--- src/rtl/alm_pkg.sv ---
package alm_pkg;
   typedef enum logic [1:0] {
      PIN_IRQ   = 2'd0,
      PIN_1HZ   = 2'd1,
      PIN_4KHZ  = 2'd2,
      PIN_32KHZ = 2'd3
   } pin_mode_e;
endpackage

--- src/rtl/alm_unit.sv ---
module alm_unit #(
   parameter int NF = 6,
   parameter int FW = 8
) (
   input  logic             clk,
   input  logic             rst_n,
   input  logic             tick,
   input  logic [NF*FW-1:0] now,
   input  logic [NF*FW-1:0] cfg,
   output logic             fire
);
   localparam int VW = FW - 1;

   logic [NF-1:0] fld_en;
   logic [NF-1:0] fld_ok;
   logic          match;
   logic          prev_match;

   for (genvar f = 0; f < NF; f++) begin : g_fld
      assign fld_en[f] = cfg[f*FW + VW];
      assign fld_ok[f] = !fld_en[f] || (cfg[f*FW +: VW] == now[f*FW +: VW]);
   end

   assign match = (|fld_en) && (&fld_ok);
   assign fire  = tick && match && !prev_match;

   always_ff @(posedge clk) begin
      if (!rst_n)    prev_match <= 1'b0;
      else if (tick) prev_match <= match;
   end
endmodule

--- src/rtl/alm_flags.sv ---
module alm_flags #(
   parameter int NA = 2
) (
   input  logic          clk,
   input  logic          rst_n,
   input  logic [NA-1:0] fire,
   input  logic          rd_start,
   input  logic          rd_end,
   output logic [NA-1:0] flags
);
   logic [NA-1:0] snap;
   logic [NA-1:0] clr;

   assign clr = rd_end ? snap : '0;

   always_ff @(posedge clk) begin
      if (!rst_n) begin
         flags <= '0;
         snap  <= '0;
      end else begin
         flags <= (flags & ~clr) | fire;
         if (rd_start)    snap <= flags;
         else if (rd_end) snap <= '0;
      end
   end
endmodule

--- src/rtl/alm_pin.sv ---
module alm_pin #(
   parameter int NA = 2
) (
   input  logic [NA-1:0] flags,
   input  logic [NA-1:0] irq_en,
   input  logic [1:0]    freq_sel,
   input  logic          ref_1hz,
   input  logic          ref_4khz,
   input  logic          ref_32khz,
   output logic          pin_n
);
   import alm_pkg::*;

   pin_mode_e mode;
   assign mode = pin_mode_e'(freq_sel);

   always_comb begin
      unique case (mode)
         PIN_IRQ:   pin_n = ~|(flags & irq_en);
         PIN_1HZ:   pin_n = ref_1hz;
         PIN_4KHZ:  pin_n = ref_4khz;
         PIN_32KHZ: pin_n = ref_32khz;
         default:   pin_n = 1'b1;
      endcase
   end
endmodule

--- src/rtl/alm_dual.sv ---
module alm_dual #(
   parameter int NA = 2,
   parameter int NF = 6,
   parameter int FW = 8
) (
   input  logic                clk,
   input  logic                rst_n,
   input  logic                tick,
   input  logic [NF*FW-1:0]    time_now,
   input  logic [NA*NF*FW-1:0] alarm_regs,
   input  logic [NA-1:0]       irq_en,
   input  logic [1:0]          freq_sel,
   input  logic                ref_1hz,
   input  logic                ref_4khz,
   input  logic                ref_32khz,
   input  logic                rd_start,
   input  logic                rd_end,
   output logic [NA-1:0]       al_flag,
   output logic                irq_fout_n
);
   localparam int AW = NF * FW;

   if (FW < 2) begin : g_bad_fw
      $error("alm_dual: FW must leave room for an enable bit");
   end
   if (NA < 1 || NF < 1) begin : g_bad_cnt
      $error("alm_dual: NA and NF must be positive");
   end

   logic [NA-1:0] fire;

   for (genvar a = 0; a < NA; a++) begin : g_alm
      alm_unit #(.NF(NF), .FW(FW)) u_unit (
         .clk  (clk),
         .rst_n(rst_n),
         .tick (tick),
         .now  (time_now),
         .cfg  (alarm_regs[a*AW +: AW]),
         .fire (fire[a])
      );
   end

   alm_flags #(.NA(NA)) u_flags (
      .clk     (clk),
      .rst_n   (rst_n),
      .fire    (fire),
      .rd_start(rd_start),
      .rd_end  (rd_end),
      .flags   (al_flag)
   );

   alm_pin #(.NA(NA)) u_pin (
      .flags    (al_flag),
      .irq_en   (irq_en),
      .freq_sel (freq_sel),
      .ref_1hz  (ref_1hz),
      .ref_4khz (ref_4khz),
      .ref_32khz(ref_32khz),
      .pin_n    (irq_fout_n)
   );
endmodule

--- config.mk ---
export PLATFORM = sky130hd
export DESIGN_NAME = alm_dual
export DESIGN_NICKNAME = d
export VERILOG_FILES = /design/src/rtl/alm_pkg.sv /design/src/rtl/alm_unit.sv /design/src/rtl/alm_flags.sv /design/src/rtl/alm_pin.sv /design/src/rtl/alm_dual.sv
export SDC_FILE = /design/constraint.sdc
export NUM_CORES = 1
export LEC_CHECK = 0
export CAP_MARGIN = 30
export CORE_MARGIN = 4
export CORE_UTILIZATION = 26
export DETAILED_ROUTE_END_ITERATION = 12
export PLACE_DENSITY = 0.8
export REMOVE_ABC_BUFFERS = 1
export SLEW_MARGIN = 20
export SYNTH_ARGS = -nofsm -noshare
export SYNTH_HDL_FRONTEND = slang
export SYNTH_SLANG_ARGS = --single-unit
--- constraint.sdc ---
create_clock -name clk -period 1.56 [get_ports clk]
set_input_delay 0.312 -clock clk [delete_from_list [all_inputs] [get_ports clk]]
set_output_delay 0.312 -clock clk [all_outputs]
set_load 0.02 [all_outputs]
# After elaboration in Yosys (flattened, before gate mapping)
# Cells that the tools add are included.
[totals]
reg_bits = 6
inputBits = 156
out_inout_bits = 3
[op_classes]
eq_ne = 15
muxes = 4
bitwise = 4
reduce_logical = 40
[ops]
columns = ["operator", "n"]
rows = [
  ["equality test 7 bit", 12],
  ["zero test 1 bit", 15],
  ["logical OR 1 bit", 12],
  ["AND reduction 6 bit", 2],
  ["OR reduction 6 bit", 2],
  ["logical AND 1 bit", 6],
  ["2-to-1 mux 2 bit", 3],
  ["bitwise AND 2 bit", 2],
  ["equality test 2 bit, second input constant", 2],
  ["one-hot mux 1 bit (4 select lines)", 1],
  ["equality test 2 x 1 -> 1 bit, second input constant", 1],
  ["zero test 2 bit", 1],
  ["inverter 2 bit", 1],
  ["bitwise OR 2 bit", 1],
  ["nonzero test 2 bit", 1],
  ["OR reduction 2 bit", 1],
]

# Longest topological paths before layout
# Gate-level depths: netlist of run 1.
[logic_depth]
word_depth = 7
mapped_depth = 5

# Modules after synthesis
# A second synthesis of run 1 with hierarchy kept.
[hier_totals]
cells_unflattened = 148
hier_area_um2 = 1262.5
[modules_own_cells]
columns = ["mod", "instances", "cells_each", "area_each_um2"]
rows = [
  ["alm_unit", 2, 64, 535.5],
  ["alm_flags", 1, 14, 152.6],
  ["alm_pin", 1, 6, 38.8],
]

# Least setup slack after synthesis of run 1
# No wires, ideal clock.
[synth_path]
kind = "register to output"
from = "register u_flags.flags[1]"
to = "output port irq_fout_n"
t_arrival_ps = 1105
t_required_ps = 1248
path_slack_ps = 143
path_stages_with_launch = 3
path_buffers = 0
cell_sequence = "dfxtp_1 -> a22oi_1 -> mux4_2"
[synth_via]
elab_chain_len = 4
[synth_lines]
columns = ["item", "line", "text"]
rows = [
  ["start, declared", "alm_flags.sv:9", "output logic [NA-1:0] flags"],
  ["start signal, assigned", "alm_flags.sv:21", "flags <= (flags & ~clr) | fire;"],
  ["bitwise AND 2 bit", "alm_pin.sv:19", "PIN_IRQ: pin_n = ~|(flags & irq_en);"],
  ["OR reduction 2 bit", "alm_pin.sv:19", ""],
  ["zero test 1 bit", "alm_pin.sv:19", ""],
  ["one-hot mux 1 bit (4 select lines)", "alm_pin.sv:18", "unique case (mode)"],
  ["end, declared", "alm_dual.sv:19", "output logic irq_fout_n"],
]
# No other way between the ends.

# Final worst setup path of run 1
[layout_path]
from = "register u_flags.flags[0]"
to = "output port irq_fout_n"
# Same word-level chain as after synthesis.

==> flow_summary_export.csv, run 1 <==
group,metric,value,unit
sta,finalCritPeriodShare,0.988,
yosys,synth-xor-area-share,0.596,
worst_setup_path,startpoint_type,"register",
sta,period_needed,1.54,ns
detailed_routing,drt-initial-drc-count,24,
yosys,synthMuxAreaShare,0.0183,
clock_network,clockBufferDepth,2,
sta,maxSlewHeadroom,0.780,
sta,whs,0.438,ns
worst_setup_path,crit_family,"multiplexers",
sta,hold_viol,0,
detailed_routing,ant_nets,0,
clock_network,cts_sinks,6,
yosys,synthCells,144,
yosys,synth-seq-area-share,0.0974,
placement,placed_area,2930,sq um
yosys,synthSimpleGateAreaFrac,0.146,
detailed_routing,wl,5.65,mm
placement,place_hpwl,5.07,mm
clock_network,insertion_delay,0.22,ns
placement,numPlacedInstances,363,
worst_setup_path,crit_end,"irq_fout_n",
layout,final_layout_size_suffix_gt1_frac,0.162,
worst_setup_path,crit_path_start,"u_flags.flags[0]",
detailed_routing,detail_route.first_pass.iterations,4,
worst_setup_path,r2r_cells,3,
layout,syn2layout_area_growth,151,%
flow_run,drv_cap,0,
yosys,yosysWarnings,0,
worst_setup_path,path_class,"register to primary output",
clock_network,cts_inserted_buffers,3,
worst_setup_path,end_kind,"primary output",
yosys,synth_top_family_by_area,"XOR/XNOR gates",
worst_setup_path,r2r_slack,0.81,ns
detailed_routing,vias,1703,
detailed_routing,wl_per_cell,15.4,um
yosys,synthDistinctLibCells,17,
layout,post-route-util,0.692,
layout,final_common_cell,"dlygate4sd2_1",
sta,worst_pin_slew,0.326,ns
floorplanning,die_h,76.9,um
yosys,syn_area,1230,sq um
worst_setup_path,regToRegEndpoint,"u_flags.snap[0]",
worst_setup_path,path_depth,3,
worst_setup_path,path_buf_inv,1,
yosys,ys_seq_elements,6,
yosys,synth_compound_area_frac,0.142,
worst_setup_path,r2r_start,"u_flags.flags[0]",
clock_network,cts_root_buffer,"clkbuf_8",
layout,fin_cells,367,
sta,slew_viol_final,0,
placement,portBuffers,152,
detailed_routing,drc_errors,0,
worst_setup_path,cpPeakStageDelay,0.46,ns
clock_network,ctsHoldBuffers,0,
placement,dpl_worst_slack,-0.599,ns
layout,final_cell_area,3100,sq um
floorplanning,coreArea,4470,sq um
floorplanning,fp.dieArea,5910,sq um
floorplanning,io_pins,159,
grt,overflow,0,
power_and_ir_drop,max-vdd-ir-drop,0.174,mV
worst_setup_path,crit_chain,"a22oi_2 > mux4_2 > buf_6",
floorplanning,rows,24,
yosys,synth_fa_ha_area_frac,0,
sta,setup_violations,0,
clock_network,tritoncts,"yes",
floorplanning,die_x,76.9,um
layout,fin_nets,473,
power_and_ir_drop,power_density,342,nW/um^2
grt,grt_max_degree,6,
sta,fin_skew,0.000121,ns
floorplanning,initial_core_util,0.276,
detailed_routing,vias_per_cell,4.64,
layout,final_cell_mix,"dlygate4sd2_1 (84), xnor2_1 (44), clkdlybuf4s50_1 (36)",
sta,final.setup.worst_slack,0.0184,ns
grt,grt_usage,0.177,
worst_setup_path,crit_slowest_cell,"mux4_2",
worst_setup_path,critical_path_required,1.25,ns
placement,place_congestion,0.827,
grt,antenna_found_initial,0,
worst_setup_path,cp_max_fo,3,
clock_network,htreeDepth,1,
outcome,outcome,"finished, final reports clean",
power_and_ir_drop,leakagePower,0.00146,uW
sta,fmax,649,MHz
grt,grt_pass1_vias,1993,
layout,n_antenna_cell,0,
yosys,synth_area_per_cell,8.57,sq um
sta,rsz0062_at_grt,"yes",
min_path,worstHoldPathType,"register to register",
grt,grt_pass1_wl,8.58,mm
clock_network,clk_pin_slew,0.04,ns
worst_setup_path,arrival,1.23,ns
worst min-delay path by stage:
stage	startpoint	endpoint	slack, ns	cells after the start
floorplan	g_alm[0].u_unit.prev_match	u_flags.flags[0]	0.43	1
global placement	g_alm[1].u_unit.prev_match	u_flags.flags[1]	0.44	1
detailed placement	g_alm[0].u_unit.prev_match	u_flags.flags[0]	0.45	1
CTS	g_alm[0].u_unit.prev_match	u_flags.flags[0]	0.43	1
global route	g_alm[0].u_unit.prev_match	u_flags.flags[0]	0.45	1
finish	g_alm[0].u_unit.prev_match	u_flags.flags[0]	0.44	1
synthesized netlist by cell type:
library cell | number | area (sq um)
nand4_1 | 14 | 87.6
nand3_1 | 4 | 20.0
dfxtp_1 | 6 | 120
xnor2_1 | 48 | 420
nor2b_1 | 3 | 18.8
mux4_2 | 1 | 22.5
nor2_1 | 2 | 7.51
a22oi_1 | 1 | 7.51
o41ai_2 | 1 | 16.3
a21oi_1 | 4 | 20.0
nor4_1 | 2 | 12.5
o31ai_2 | 2 | 25.0
nand2_1 | 5 | 18.8
xor2_1 | 36 | 315
o21ai_0 | 2 | 10.0
nor3b_1 | 2 | 15.0
o41ai_1 | 11 | 96.3
stage by stage:
| step | power [uW] | TNS (ns) |
|---|---|---|
| 3_3_place_gp | 851 | -2.34 |
| 5_1_grt | 1120 | -0.0389 |
| 6_report | 1060 | 0 |
| 2_1_floorplan | 365 | 0 |
| 4_1_cts | 1070 | -0.000258 |
| 3_5_place_dp | 863 | -2.33 |
sequential cells by signal, summed over array words and instances (netlist names):
name,cells
u_flags.snap,2
u_flags.flags,2
g_alm.u_unit.prev_match,2
layout make-up:
class	count	area, sq um
well taps	52	65.1
clock buffers	3	41.3
fillers	395	1380
flip-flops and latches	6	123
repair buffers	168	1580
multi-input cells	138	1290
where the power goes:
part / leakage, uW / switching [uW] / internal, uW
sequential: 0.0000494 / 0.616 / 155
clock: 0.0000216 / 65.1 / 166
combinational: 0.00139 / 254 / 418
total: 0.00146 / 319 / 739
kinds of logic after synthesis:
family / after synthesis
multiplexers: 1
AND/OR/NAND/NOR: 32
XOR/XNOR: 84
AO/OA/AOI/OAI: 21
flip-flops: 6
layer usage:
layer / vias to the layer above / GRT usage / wire length [um]
met2: 69 / 0.376 / 3300
met1: 766 / 0.177 / 1940
met4: 0 / 0.0163 / 0
met5: - / 0 / 0
met3: 0 / 0.0375 / 410
li1: 868 / - / -
what timing repair did:
action / CTS / global route
setup endpoints to repair: 6 / 5
pin swaps: 62 / 34
gates resized for setup: 129 / 33
buffers inserted: 1 / 0
endpoints found under the hold margin: 0 / 0
No activity file was read; power rests on OpenSTA's default activity.
==> inputs of run 2 (changes only) <==
Settings changed: CORE_AREA set to 2 2 61 63, CORE_MARGIN 4 to unset, CORE_UTILIZATION 26 to unset, DIE_AREA set to 0 0 63 65, DONT_BUFFER_PORTS set to 1, PLACE_DENSITY 0.8 to 0.48, TNS_END_PERCENT set to 50.
==> run 2 against run 1 <==
Net effect: largest cell class is now multi-input gates; critical path type unchanged; via count shrank 36%; maximum frequency up 3.5%; critical path depth is 1 lower; non-clock buffer count is 165 lower; sequential power hardly changed; first-iteration DRC count down 17%; power is 50% lower; die area is 31% lower; register-to-register slack got worse by 0.03 ns; combinational power shrank 65%; clock power is 40% lower.
==> flow_summary_export.csv, run 2 (synthesized netlist as in run 1, its figures left out) <==
group,metric,value,unit
grt,grt_usage,0.155,
sta,final.setup.worst_slack,0.0699,ns
sta,hold_viol,0,
worst_setup_path,startpoint_type,"register",
sta,fin_skew,0.00401,ns
layout,fin_nets,308,
placement,place_hpwl,3.11,mm
min_path,worstHoldPathType,"primary input to register",
clock_network,cts_repair_resize_count,0,
sta,finalCritPeriodShare,0.955,
sta,slew_viol_final,0,
layout,final_common_cell,"xnor2_1",
min_path,hold_end,"u_flags.snap[1]",
layout,fin_cells,198,
detailed_routing,vias,1084,
worst_setup_path,r2r_cells,3,
placement,placed_area,1320,sq um
worst_setup_path,end_kind,"primary output",
sta,worst_pin_slew,0.419,ns
placement,dpl_worst_slack,0.0312,ns
outcome,outcome,"finished, final reports clean",
floorplanning,io_pins,159,
sta,maxSlewHeadroom,0.717,
detailed_routing,wl_per_cell,16.4,um
clock_network,cts_inserted_buffers,3,
flow_run,drv_cap,0,
power_and_ir_drop,power_density,395,nW/um^2
grt,grt_max_degree,7,
grt,overflow,0,
power_and_ir_drop,leakagePower,0.000399,uW
clock_network,tritoncts,"yes",
placement,place_congestion,0.777,
worst_setup_path,crit_chain,"a22oi_1 > mux4_2",
grt,antenna_found_initial,0,
placement,numPlacedInstances,195,
clock_network,ctsHoldBuffers,0,
clock_network,clk_pin_slew,0.05,ns
floorplanning,die_h,65,um
detailed_routing,drt-initial-drc-count,20,
power_and_ir_drop,max-vdd-ir-drop,0.131,mV
layout,reg_top3,"g_alm.u_unit.prev_match: 2 flops, u_flags.flags: 2 flops, u_flags.snap: 2 flops",
clock_network,htreeDepth,1,
worst_setup_path,r2r_slack,0.78,ns
clock_network,cts_root_buffer,"clkbuf_4",
worst_setup_path,cpPeakStageDelay,0.53,ns
floorplanning,coreArea,3500,sq um
detailed_routing,vias_per_cell,5.47,
sta,fmax,671,MHz
detailed_routing,detail_route.first_pass.iterations,4,
power_and_ir_drop,power_frac_seq,0.294,
worst_setup_path,r2r_start,"u_flags.flags[1]",
grt,grt_pass1_wl,5.02,mm
sta,fin_setup_tns,0,ns
detailed_routing,wl,3.24,mm
min_path,min_from,"rst_n",
power_and_ir_drop,power.share.combinational,0.442,
power_and_ir_drop,p_clk_frac,0.264,
layout,post-route-util,0.383,
clock_network,clockBufferDepth,2,
power_and_ir_drop,switching_power,137,uW
layout,final_cell_mix,"xnor2_1 (48), xor2_1 (36), nand4_1 (14)",
worst_setup_path,regToRegEndpoint,"u_flags.snap[1]",
sta,period_needed,1.49,ns
grt,grt_pass1_vias,1163,
clock_network,cts_sinks,6,
power_and_ir_drop,switching_share,0.260,
worst_setup_path,cp_max_fo,2,
placement,portBuffers,0,
detailed_routing,ant_nets,0,
power_and_ir_drop,p_int,391,uW
clock_network,cts_setup_buffers,0,
worst_setup_path,critical_path_required,1.25,ns
sta,setup_violations,0,
floorplanning,die_x,63,um
clock_network,insertion_delay,0.24,ns
layout,n_antenna_cell,0,
floorplanning,initial_core_util,0.353,
detailed_routing,drc_errors,0,
floorplanning,rows,22,
layout,syn2layout_area_growth,8.52,%
floorplanning,fp.dieArea,4100,sq um
worst_setup_path,path_class,"register to primary output",
sta,rsz0062_at_grt,"no",
layout,final_layout_size_suffix_gt1_frac,0.0667,
layout,final_cell_area,1340,sq um
min_path,hold_depth,1,
worst_setup_path,arrival,1.18,ns
worst_setup_path,crit_slowest_cell,"mux4_2",
[run 2: how the worst max path moves through the flow]
stage | startpoint | endpoint | slack, ns | cells after the start
global route | u_flags.flags[0] | irq_fout_n | 0.02 | 2
global placement | alarm_regs[43] | u_flags.flags[0] | 0.005 | 5
floorplan | u_flags.flags[1] | irq_fout_n | 0.14 | 2
finish | u_flags.flags[1] | irq_fout_n | 0.07 | 2
CTS | u_flags.flags[1] | irq_fout_n | 0.06 | 2
detailed placement | alarm_regs[41] | u_flags.flags[0] | 0.03 | 5
[run 2: metal layers]
metal / wire (um) / track usage / vias up
li1: - / - / 535
met5: 0 / 0 / -
met2: 1850 / 0.297 / 66
met4: 10 / 0.0472 / 0
met3: 290 / 0.0417 / 2
met1: 1080 / 0.163 / 481
[run 2: final cells by class]
cell class,count,area [sq um]
clock buffers,3,22.5
fillers,358,2160
multi-input cells,138,1110
flip-flops and latches,6,120
well taps,48,60.1
repair buffers,3,22.5
[run 2: worst max-delay path: cells and delay by family, from the launching register on]
kind               cells  cell delay (ns)
AOI/OAI and AO/OA      1             0.08
DFF                    1             0.33
muxes                  1             0.53
[run 2: stage by stage]
step | power, uW | hold WS, ns
CTS | 540 | 0.196
finish | 528 | 0.204
global placement | 391 | 0.447
global route | 579 | 0.204
detailed placement | 395 | 0.448
floorplan | 365 | 0.434
[run 2: power by group through the flow]
stage	Combinational (uW)	Sequential [uW]	Clock, uW
floorplan	206	159	0
global placement	233	158	0
detailed placement	237	158	0
CTS	239	155	146
global route	265	155	159
finish	234	155	139
